--- src/rtl/mini16_pkg.sv ---
package mini16_pkg;
  localparam int WORD_W  = 16;
  localparam int RIDX_W  = 3;
  localparam int IMM9_W  = 9;
  localparam int IMM6_W  = 6;
  localparam int TGT_W   = 12;

  localparam logic [3:0] OPC_MOVI = 4'd0;
  localparam logic [3:0] OPC_ADDI = 4'd1;
  localparam logic [3:0] OPC_SUBI = 4'd2;
  localparam logic [3:0] OPC_MOV  = 4'd3;
  localparam logic [3:0] OPC_ADD  = 4'd4;
  localparam logic [3:0] OPC_SUB  = 4'd5;
  localparam logic [3:0] OPC_OR   = 4'd6;
  localparam logic [3:0] OPC_AND  = 4'd7;
  localparam logic [3:0] OPC_JMP  = 4'd8;
  localparam logic [3:0] OPC_LD   = 4'd9;
  localparam logic [3:0] OPC_ST   = 4'd10;
  localparam logic [3:0] OPC_BEQ  = 4'd11;

  typedef enum logic [2:0] {
    ALU_PASS,
    ALU_ADD,
    ALU_SUB,
    ALU_OR,
    ALU_AND
  } alu_op_e;

  typedef struct packed {
    logic                rf_we;
    logic                use_imm;
    logic                is_load;
    logic                is_store;
    logic                is_jump;
    logic                is_branch;
    alu_op_e             alu_op;
    logic [RIDX_W-1:0]   rx;
    logic [RIDX_W-1:0]   ry;
    logic [WORD_W-1:0]   imm9_x;
    logic [WORD_W-1:0]   imm6_x;
    logic [TGT_W-1:0]    tgt;
  } ctrl_t;
endpackage

--- src/rtl/mini16_rst_sync.sv ---
module mini16_rst_sync #(
  parameter int STAGES = 2
) (
  input  logic clk,
  input  logic arst_n,
  output logic srst_n
);
  logic [STAGES-1:0] sync_q;
  logic [STAGES-1:0] sync_d;

  always_comb begin
    sync_d = {sync_q[STAGES-2:0], 1'b1};
  end

  always_ff @(posedge clk or negedge arst_n) begin
    if (!arst_n) begin
      sync_q <= '0;
    end else begin
      sync_q <= sync_d;
    end
  end

  assign srst_n = sync_q[STAGES-1];
endmodule

--- src/rtl/mini16_decode.sv ---
module mini16_decode
  import mini16_pkg::*;
(
  input  logic [WORD_W-1:0] insn,
  output ctrl_t             ctrl
);
  always_comb begin
    ctrl        = '0;
    ctrl.alu_op = ALU_PASS;
    ctrl.rx     = insn[11:9];
    ctrl.ry     = insn[8:6];
    ctrl.imm9_x = {{(WORD_W-IMM9_W){insn[IMM9_W-1]}}, insn[IMM9_W-1:0]};
    ctrl.imm6_x = {{(WORD_W-IMM6_W){insn[IMM6_W-1]}}, insn[IMM6_W-1:0]};
    ctrl.tgt    = insn[TGT_W-1:0];
    case (insn[15:12])
      OPC_MOVI: begin ctrl.rf_we = 1'b1; ctrl.use_imm = 1'b1; ctrl.alu_op = ALU_PASS; end
      OPC_ADDI: begin ctrl.rf_we = 1'b1; ctrl.use_imm = 1'b1; ctrl.alu_op = ALU_ADD;  end
      OPC_SUBI: begin ctrl.rf_we = 1'b1; ctrl.use_imm = 1'b1; ctrl.alu_op = ALU_SUB;  end
      OPC_MOV:  begin ctrl.rf_we = 1'b1; ctrl.alu_op = ALU_PASS; end
      OPC_ADD:  begin ctrl.rf_we = 1'b1; ctrl.alu_op = ALU_ADD;  end
      OPC_SUB:  begin ctrl.rf_we = 1'b1; ctrl.alu_op = ALU_SUB;  end
      OPC_OR:   begin ctrl.rf_we = 1'b1; ctrl.alu_op = ALU_OR;   end
      OPC_AND:  begin ctrl.rf_we = 1'b1; ctrl.alu_op = ALU_AND;  end
      OPC_JMP:  ctrl.is_jump   = 1'b1;
      OPC_LD:   begin ctrl.rf_we = 1'b1; ctrl.is_load = 1'b1; end
      OPC_ST:   ctrl.is_store  = 1'b1;
      OPC_BEQ:  ctrl.is_branch = 1'b1;
      default:  ;
    endcase
  end
endmodule

--- src/rtl/mini16_regfile.sv ---
module mini16_regfile #(
  parameter int NREG = 8,
  parameter int W    = 16,
  localparam int AW  = $clog2(NREG)
) (
  input  logic          clk,
  input  logic          rst_n,
  input  logic          we,
  input  logic [AW-1:0] waddr,
  input  logic [W-1:0]  wdata,
  input  logic [AW-1:0] raddr_a,
  input  logic [AW-1:0] raddr_b,
  output logic [W-1:0]  rdata_a,
  output logic [W-1:0]  rdata_b
);
  logic [W-1:0]    regs_q [NREG];
  logic [W-1:0]    regs_d [NREG];
  logic [NREG-1:0] wsel;

  for (genvar g = 0; g < NREG; g++) begin : g_wsel
    assign wsel[g] = we && (waddr == AW'(g));
  end

  always_comb begin
    for (int i = 0; i < NREG; i++) begin
      regs_d[i] = wsel[i] ? wdata : regs_q[i];
    end
  end

  always_ff @(posedge clk or negedge rst_n) begin
    if (!rst_n) begin
      for (int i = 0; i < NREG; i++) regs_q[i] <= '0;
    end else begin
      for (int i = 0; i < NREG; i++) regs_q[i] <= regs_d[i];
    end
  end

  assign rdata_a = regs_q[raddr_a];
  assign rdata_b = regs_q[raddr_b];

  // A write is visible at the addressed register on the next cycle
  assert_write_lands_R3: assert property (@(posedge clk) disable iff (!rst_n)
    we |=> regs_q[$past(waddr)] == $past(wdata));
endmodule

--- src/rtl/mini16_alu.sv ---
module mini16_alu
  import mini16_pkg::*;
#(
  parameter int W = 16
) (
  input  alu_op_e      op,
  input  logic [W-1:0] a,
  input  logic [W-1:0] b,
  output logic [W-1:0] y
);
  always_comb begin
    case (op)
      ALU_ADD: y = a + b;
      ALU_SUB: y = a - b;
      ALU_OR:  y = a | b;
      ALU_AND: y = a & b;
      default: y = b;
    endcase
  end
endmodule

--- src/rtl/mini16_core.sv ---
module mini16_core
  import mini16_pkg::*;
#(
  parameter int NREG       = 8,
  parameter int RST_STAGES = 2
) (
  input  logic              clk,
  input  logic              rst_n,
  output logic [WORD_W-1:0] imem_addr,
  input  logic [WORD_W-1:0] imem_rdata,
  output logic [WORD_W-1:0] dmem_addr,
  output logic              dmem_we,
  output logic [WORD_W-1:0] dmem_wdata,
  input  logic [WORD_W-1:0] dmem_rdata,
  output logic              halt
);
  localparam int W   = WORD_W;
  localparam int RAW = $clog2(NREG);

  logic          srst_n;
  logic [W-1:0]  pc_q, pc_d, seq_pc, br_pc, jmp_pc, tgt_pc;
  logic          valid_q, valid_d, halt_q, halt_d;
  logic          exec_en, operands_eq;
  ctrl_t         ctrl;
  logic [W-1:0]  rx_val, ry_val, alu_b, alu_y, rf_wdata;
  logic          rf_we;

  mini16_rst_sync #(.STAGES(RST_STAGES)) u_rst (
    .clk(clk), .arst_n(rst_n), .srst_n(srst_n)
  );

  mini16_decode u_dec (.insn(imem_rdata), .ctrl(ctrl));

  mini16_regfile #(.NREG(NREG), .W(W)) u_rf (
    .clk(clk), .rst_n(srst_n),
    .we(rf_we), .waddr(RAW'(ctrl.rx)), .wdata(rf_wdata),
    .raddr_a(RAW'(ctrl.rx)), .raddr_b(RAW'(ctrl.ry)),
    .rdata_a(rx_val), .rdata_b(ry_val)
  );

  assign alu_b = ctrl.use_imm ? ctrl.imm9_x : ry_val;

  mini16_alu #(.W(W)) u_alu (.op(ctrl.alu_op), .a(rx_val), .b(alu_b), .y(alu_y));

  assign exec_en     = valid_q && !halt_q;
  assign operands_eq = (rx_val == ry_val);
  assign seq_pc      = pc_q + W'(2);
  assign br_pc       = seq_pc + (ctrl.imm6_x << 1);
  assign jmp_pc      = {pc_q[W-1:TGT_W+1], ctrl.tgt, 1'b0};

  always_comb begin
    tgt_pc = seq_pc;
    if (ctrl.is_jump) begin
      tgt_pc = jmp_pc;
    end else if (ctrl.is_branch && operands_eq) begin
      tgt_pc = br_pc;
    end
    pc_d    = pc_q;
    valid_d = 1'b1;
    halt_d  = halt_q;
    if (exec_en) begin
      pc_d = tgt_pc;
      if (ctrl.is_jump && (jmp_pc == pc_q)) halt_d = 1'b1;
    end
  end

  always_ff @(posedge clk or negedge srst_n) begin
    if (!srst_n) begin
      pc_q    <= '0;
      valid_q <= 1'b0;
      halt_q  <= 1'b0;
    end else begin
      pc_q    <= pc_d;
      valid_q <= valid_d;
      halt_q  <= halt_d;
    end
  end

  assign rf_we      = exec_en && ctrl.rf_we;
  assign rf_wdata   = ctrl.is_load ? dmem_rdata : alu_y;
  assign dmem_addr  = ry_val + ctrl.imm6_x;
  assign dmem_we    = exec_en && ctrl.is_store;
  assign dmem_wdata = rx_val;
  assign imem_addr  = pc_d;
  assign halt       = halt_q;

  // Nothing executes before the first fetched word arrives
  assert_idle_before_fetch_R1: assert property (@(posedge clk) disable iff (!srst_n)
    !valid_q |-> (!dmem_we && !halt_q && pc_q == '0));

  // Decoded classes are mutually exclusive
  assert_class_onehot_R2: assert property (@(posedge clk) disable iff (!srst_n)
    exec_en |-> $onehot0({ctrl.is_load, ctrl.is_store, ctrl.is_jump, ctrl.is_branch}));

  // Taken compare-and-branch lands on the scaled offset
  assert_branch_target_R6: assert property (@(posedge clk) disable iff (!srst_n)
    (exec_en && ctrl.is_branch && operands_eq) |=>
      pc_q == $past(pc_q) + W'(2) + ($past(ctrl.imm6_x) << 1));

  // Straight-line instructions advance by one word per cycle
  assert_seq_step_R9: assert property (@(posedge clk) disable iff (!srst_n)
    (exec_en && !ctrl.is_jump && !ctrl.is_branch) |=> pc_q == $past(pc_q) + W'(2));

  // Stop state is sticky and freezes the program counter
  assert_halt_sticky_R10: assert property (@(posedge clk) disable iff (!srst_n)
    halt_q |=> (halt_q && $stable(pc_q)));

  // No store once stopped
  assert_no_store_halted_R10: assert property (@(posedge clk) disable iff (!srst_n)
    halt_q |-> !dmem_we);
endmodule

--- config.mk ---
export PLATFORM = sky130hd
export DESIGN_NAME = mini16_core
export DESIGN_NICKNAME = d
export VERILOG_FILES = /design/src/rtl/mini16_pkg.sv /design/src/rtl/mini16_rst_sync.sv /design/src/rtl/mini16_decode.sv /design/src/rtl/mini16_regfile.sv /design/src/rtl/mini16_alu.sv /design/src/rtl/mini16_core.sv
export SDC_FILE = /design/constraint.sdc
export NUM_CORES = 1
export LEC_CHECK = 0
export CORE_UTILIZATION = 50
export CTS_CLUSTER_SIZE = 8
export DETAILED_ROUTE_END_ITERATION = 8
export PLACE_DENSITY = 0.78
export SKIP_LAST_GASP = 1
export SLEW_MARGIN = 20
export SYNTH_ARGS = -nofsm -noshare
export SYNTH_HDL_FRONTEND = slang
export SYNTH_SLANG_ARGS = --single-unit
--- constraint.sdc ---
create_clock -name clk -period 7.9 [get_ports clk]
set_input_delay 2.37 -clock clk [delete_from_list [all_inputs] [get_ports clk]]
set_output_delay 2.37 -clock clk [all_outputs]
set_load 0.01 [all_outputs]
==> summary.md <==
| Metric | Value |
|---|---|
| Run status | `complete, no violations` |
| Synth warn | `0` |
| First-pass GRT wire length | `61300 µm` |
| Worst Setup Start Kind | `input pin` |
| Synth Flop Type | `dfrtp_1` |
| Pin count of the biggest net entering global routing | `83` |
| Max Fclk | `128 MHz` |
| Logic pwr share | `0.608` |
| CTS tree | `built` |
| # rows | `55` |
| Seq/Total Area, Yosys | `0.322` |
| Die Y | `154 µm` |
| CP Class | `in -> out` |
| Clock group share of total power | `0.150` |
| Area grow syn2layout | `27.3%` |
| Critical-path maximum fanout | `10` |
| Most common cell after layout, fill and taps aside | `nand2_1` |
| CP max stage cell | `mux4_2` |
| Total global routing overflow | `0` |
| Port buffer count | `83` |
| Final hold slack | `0.311 ns` |
| Reg clk slew, reported paths | `0.07 ns` |
| Synthesized area | `0.0115 mm²` |
| TNS Setup | `0 ns` |
| Period utilization | `0.992` |
| Sequential Power Share | `0.243` |
| CP required | `5.53 ns` |
| CP delay by family, top | `multiplexers` |
| Worst r2r src | `u_rf.regs_q[81]$_DFFE_PN0P_` |
| Final setup fails | `0` |
| Asr flop ratio synth | `1.00` |
| Cts bufs inserted | `17` |
| Vias in the first global route | `11300` |
| Worst IR Drop VDD | `0.185 mV` |
| Diodes inserted | `0` |
| Final #Nets | `1530` |
| Dpl hpwl | `28600 µm` |
| CP bufs+invs | `5` |
| Final ANT Viol Nets | `0` |
| Count of final hold-check violations | `0` |
| Drt first-iter violations | `1178` |
| Synth unique cells | `76` |
| P_sw | `0.00247 W` |
| Flop2flop setup slack | `2.85 ns` |
| Post-route insts no fill | `1743` |
| Initial antenna violation count | `0` |
| Pwr Density | `380 mW/mm²` |
| Min Tclk post-route | `7.84 ns` |
| Area of the multi-input gates | `0.00756 mm²` |
| Die W | `154 µm` |
| Most frequent cells in the layout | `173 x nand2_1, 161 x o21ai_0, 160 x buf_4` |
| All-Layer GR Usage | `0.340` |
| Routed WL per cell | `23.0 µm` |
| Max stage delay on crit path | `0.51 ns` |
| CTS root buf | `clkbuf_16` |
| Die ar. | `0.0236 mm²` |
| Critical path endpoint category | `primary output` |
| R2r endpoint | `u_rf.regs_q[27]$_DFFE_PN0P_` |
| CP arrival | `5.47 ns` |
| Cells after Synth | `1238` |
| Register bit total from synthesis | `148` |
| Pins Over Slew Limit | `0` |
| Slew HR | `0.449` |
| Vias post-DR | `11300` |
| Number of flops mapped to enable cells by yosys | `0` |
| Int Power | `0.00310 W` |
| Layout Utilization | `0.649` |
| I/O Pins | `84` |
| CORE AREA | `0.0226 mm²` |
| FF+latch area | `0.00371 mm²` |
| Worst Skew | `0.0162 ns` |
| Syn avg cell area | `9.30 µm²` |
| R2r worst-path depth | `17` |
| Worst Tran Pin Value | `0.822 ns` |
| Worst path cell trace | `buf_12, buf_12, buf_4, mux4_2, mux2_2, ha_1, a21oi_1, o21ai_2, a211oi_2, buf_4, nor4b_2, or3_1, a21oi_2, xnor2_1, buf_2` |
| Clk sinks | `148` |
| Worst skew pair latency | `0.45 ns` |
| Remaining DRCs | `0` |
| Maxcap violations | `0` |
| GP Congestion | `0.986` |
| Leakage | `6.70 nW` |
| Drt total wl | `40100 µm` |
| TritonRoute pass-1 iters | `6` |
| Starting Density | `0.510` |
| Filler Cell Count | `1722` |
| Max clock buf depth | `2` |
| H-tree depth | `4` |
| Min setup slack post-route | `0.0608 ns` |
| Vias per cell | `6.50` |
| Dpl cells | `1692` |
| Post-CTS Hold Fix Bufs | `0` |
| Fraction of layout cells with a size suffix above 1 | `0.254` |
| Switch share | `0.444` |
| Hold Crit Class | `reg -> async` |
| Place WS | `-0.736 ns` |
-- power groups by stage --
| stage | registers (W) | clock network [W] | logic, W |
|---|---|---|---|
| 2_1_floorplan | 0.00124 | 0 | 0.00196 |
| 3_3_place_gp | 0.00132 | 0 | 0.00311 |
| 3_5_place_dp | 0.00134 | 0 | 0.00319 |
| 4_1_cts | 0.00133 | 0.000831 | 0.00325 |
| 5_1_grt | 0.00138 | 0.000866 | 0.00362 |
| 6_report | 0.00135 | 0.000834 | 0.00339 |
-- worst max path at each step --
stage	slack, ns	endpoint	cells past startpoint	startpoint
global placement	-0.67	dmem_addr[14]	16	imem_rdata[6]
global route	-0.0007	imem_addr[15]	14	imem_rdata[0]
CTS	-0.21	dmem_addr[14]	16	imem_rdata[6]
floorplan	0.24	dmem_addr[14]	15	imem_rdata[6]
finish	0.06	dmem_addr[15]	15	imem_rdata[6]
detailed placement	-0.74	dmem_addr[14]	16	imem_rdata[6]
-- cells in the mapped netlist (13+ instances only) --
cell type  number  share of area
nand3_1        18         0.0078
xor2_1         37          0.028
nand2_1       180          0.059
nor2_1         71          0.023
buf_2          13         0.0057
xnor2_1        43          0.033
a211oi_1       18          0.012
inv_1          35          0.011
mux4_2         62           0.12
mux2_2         29          0.028
ha_1           48          0.052
nor3_1         23          0.010
o21ai_0       167          0.073
and3_1         13         0.0071
dfrtp_1       148           0.32
a21oi_1        51          0.022
nor2b_1        15         0.0082
mux2i_1        33          0.029
clkbuf_1       46          0.015
o21ai_1        16         0.0070
-- sequential cells by signal, summed over array words and instances, names as in the netlist --
signal	cells
halt	1
pc_q	16
u_rf.regs_q	128
u_rst.sync_q	2
valid_q	1
-- timing repair --
action | 4_1_cts | 5_1_grt
pin swaps | 9 | 13
setup buffers | 13 | 5
resized for setup | 62 | 40
endpoints found under the setup margin | 25 | 21
-- layout make-up --
class | instances | area share
clock buffer | 17 | 0.0290
sequential | 148 | 0.253
multi-input combinational | 982 | 0.516
timing repair buffer | 260 | 0.158
clock inverter | 15 | 0.0112
tap | 285 | 0.0243
inverter | 36 | 0.00922
-- cell families after synthesis --
kind of cell               synth area share
muxes                                 0.191
other                              0.000326
DFF                                   0.322
buffers and inverters                0.0422
and+or+nand+nor                       0.146
adders and majority gates            0.0574
xor gates and xnor gates             0.0637
AOI/OAI and AO/OA                     0.178
-- routing by layer --
layer | up-vias | track usage | wire length [µm]
met5 | - | 0 | 0
met4 | 0 | 0.216 | 2470
met3 | 185 | 0.0778 | 3920
met2 | 702 | 0.540 | 18600
met1 | 5496 | 0.418 | 15100
li1 | 4940 | - | -
-- metrics by stage --
stage	instance area [µm²]	total power (W)
finish	14700	0.00557
global route	14700	0.00587
CTS	14400	0.00542
detailed placement	13600	0.00453
global placement	13600	0.00443
floorplan	11500	0.00320
Note: power is estimated with default switching activity, not from simulation.
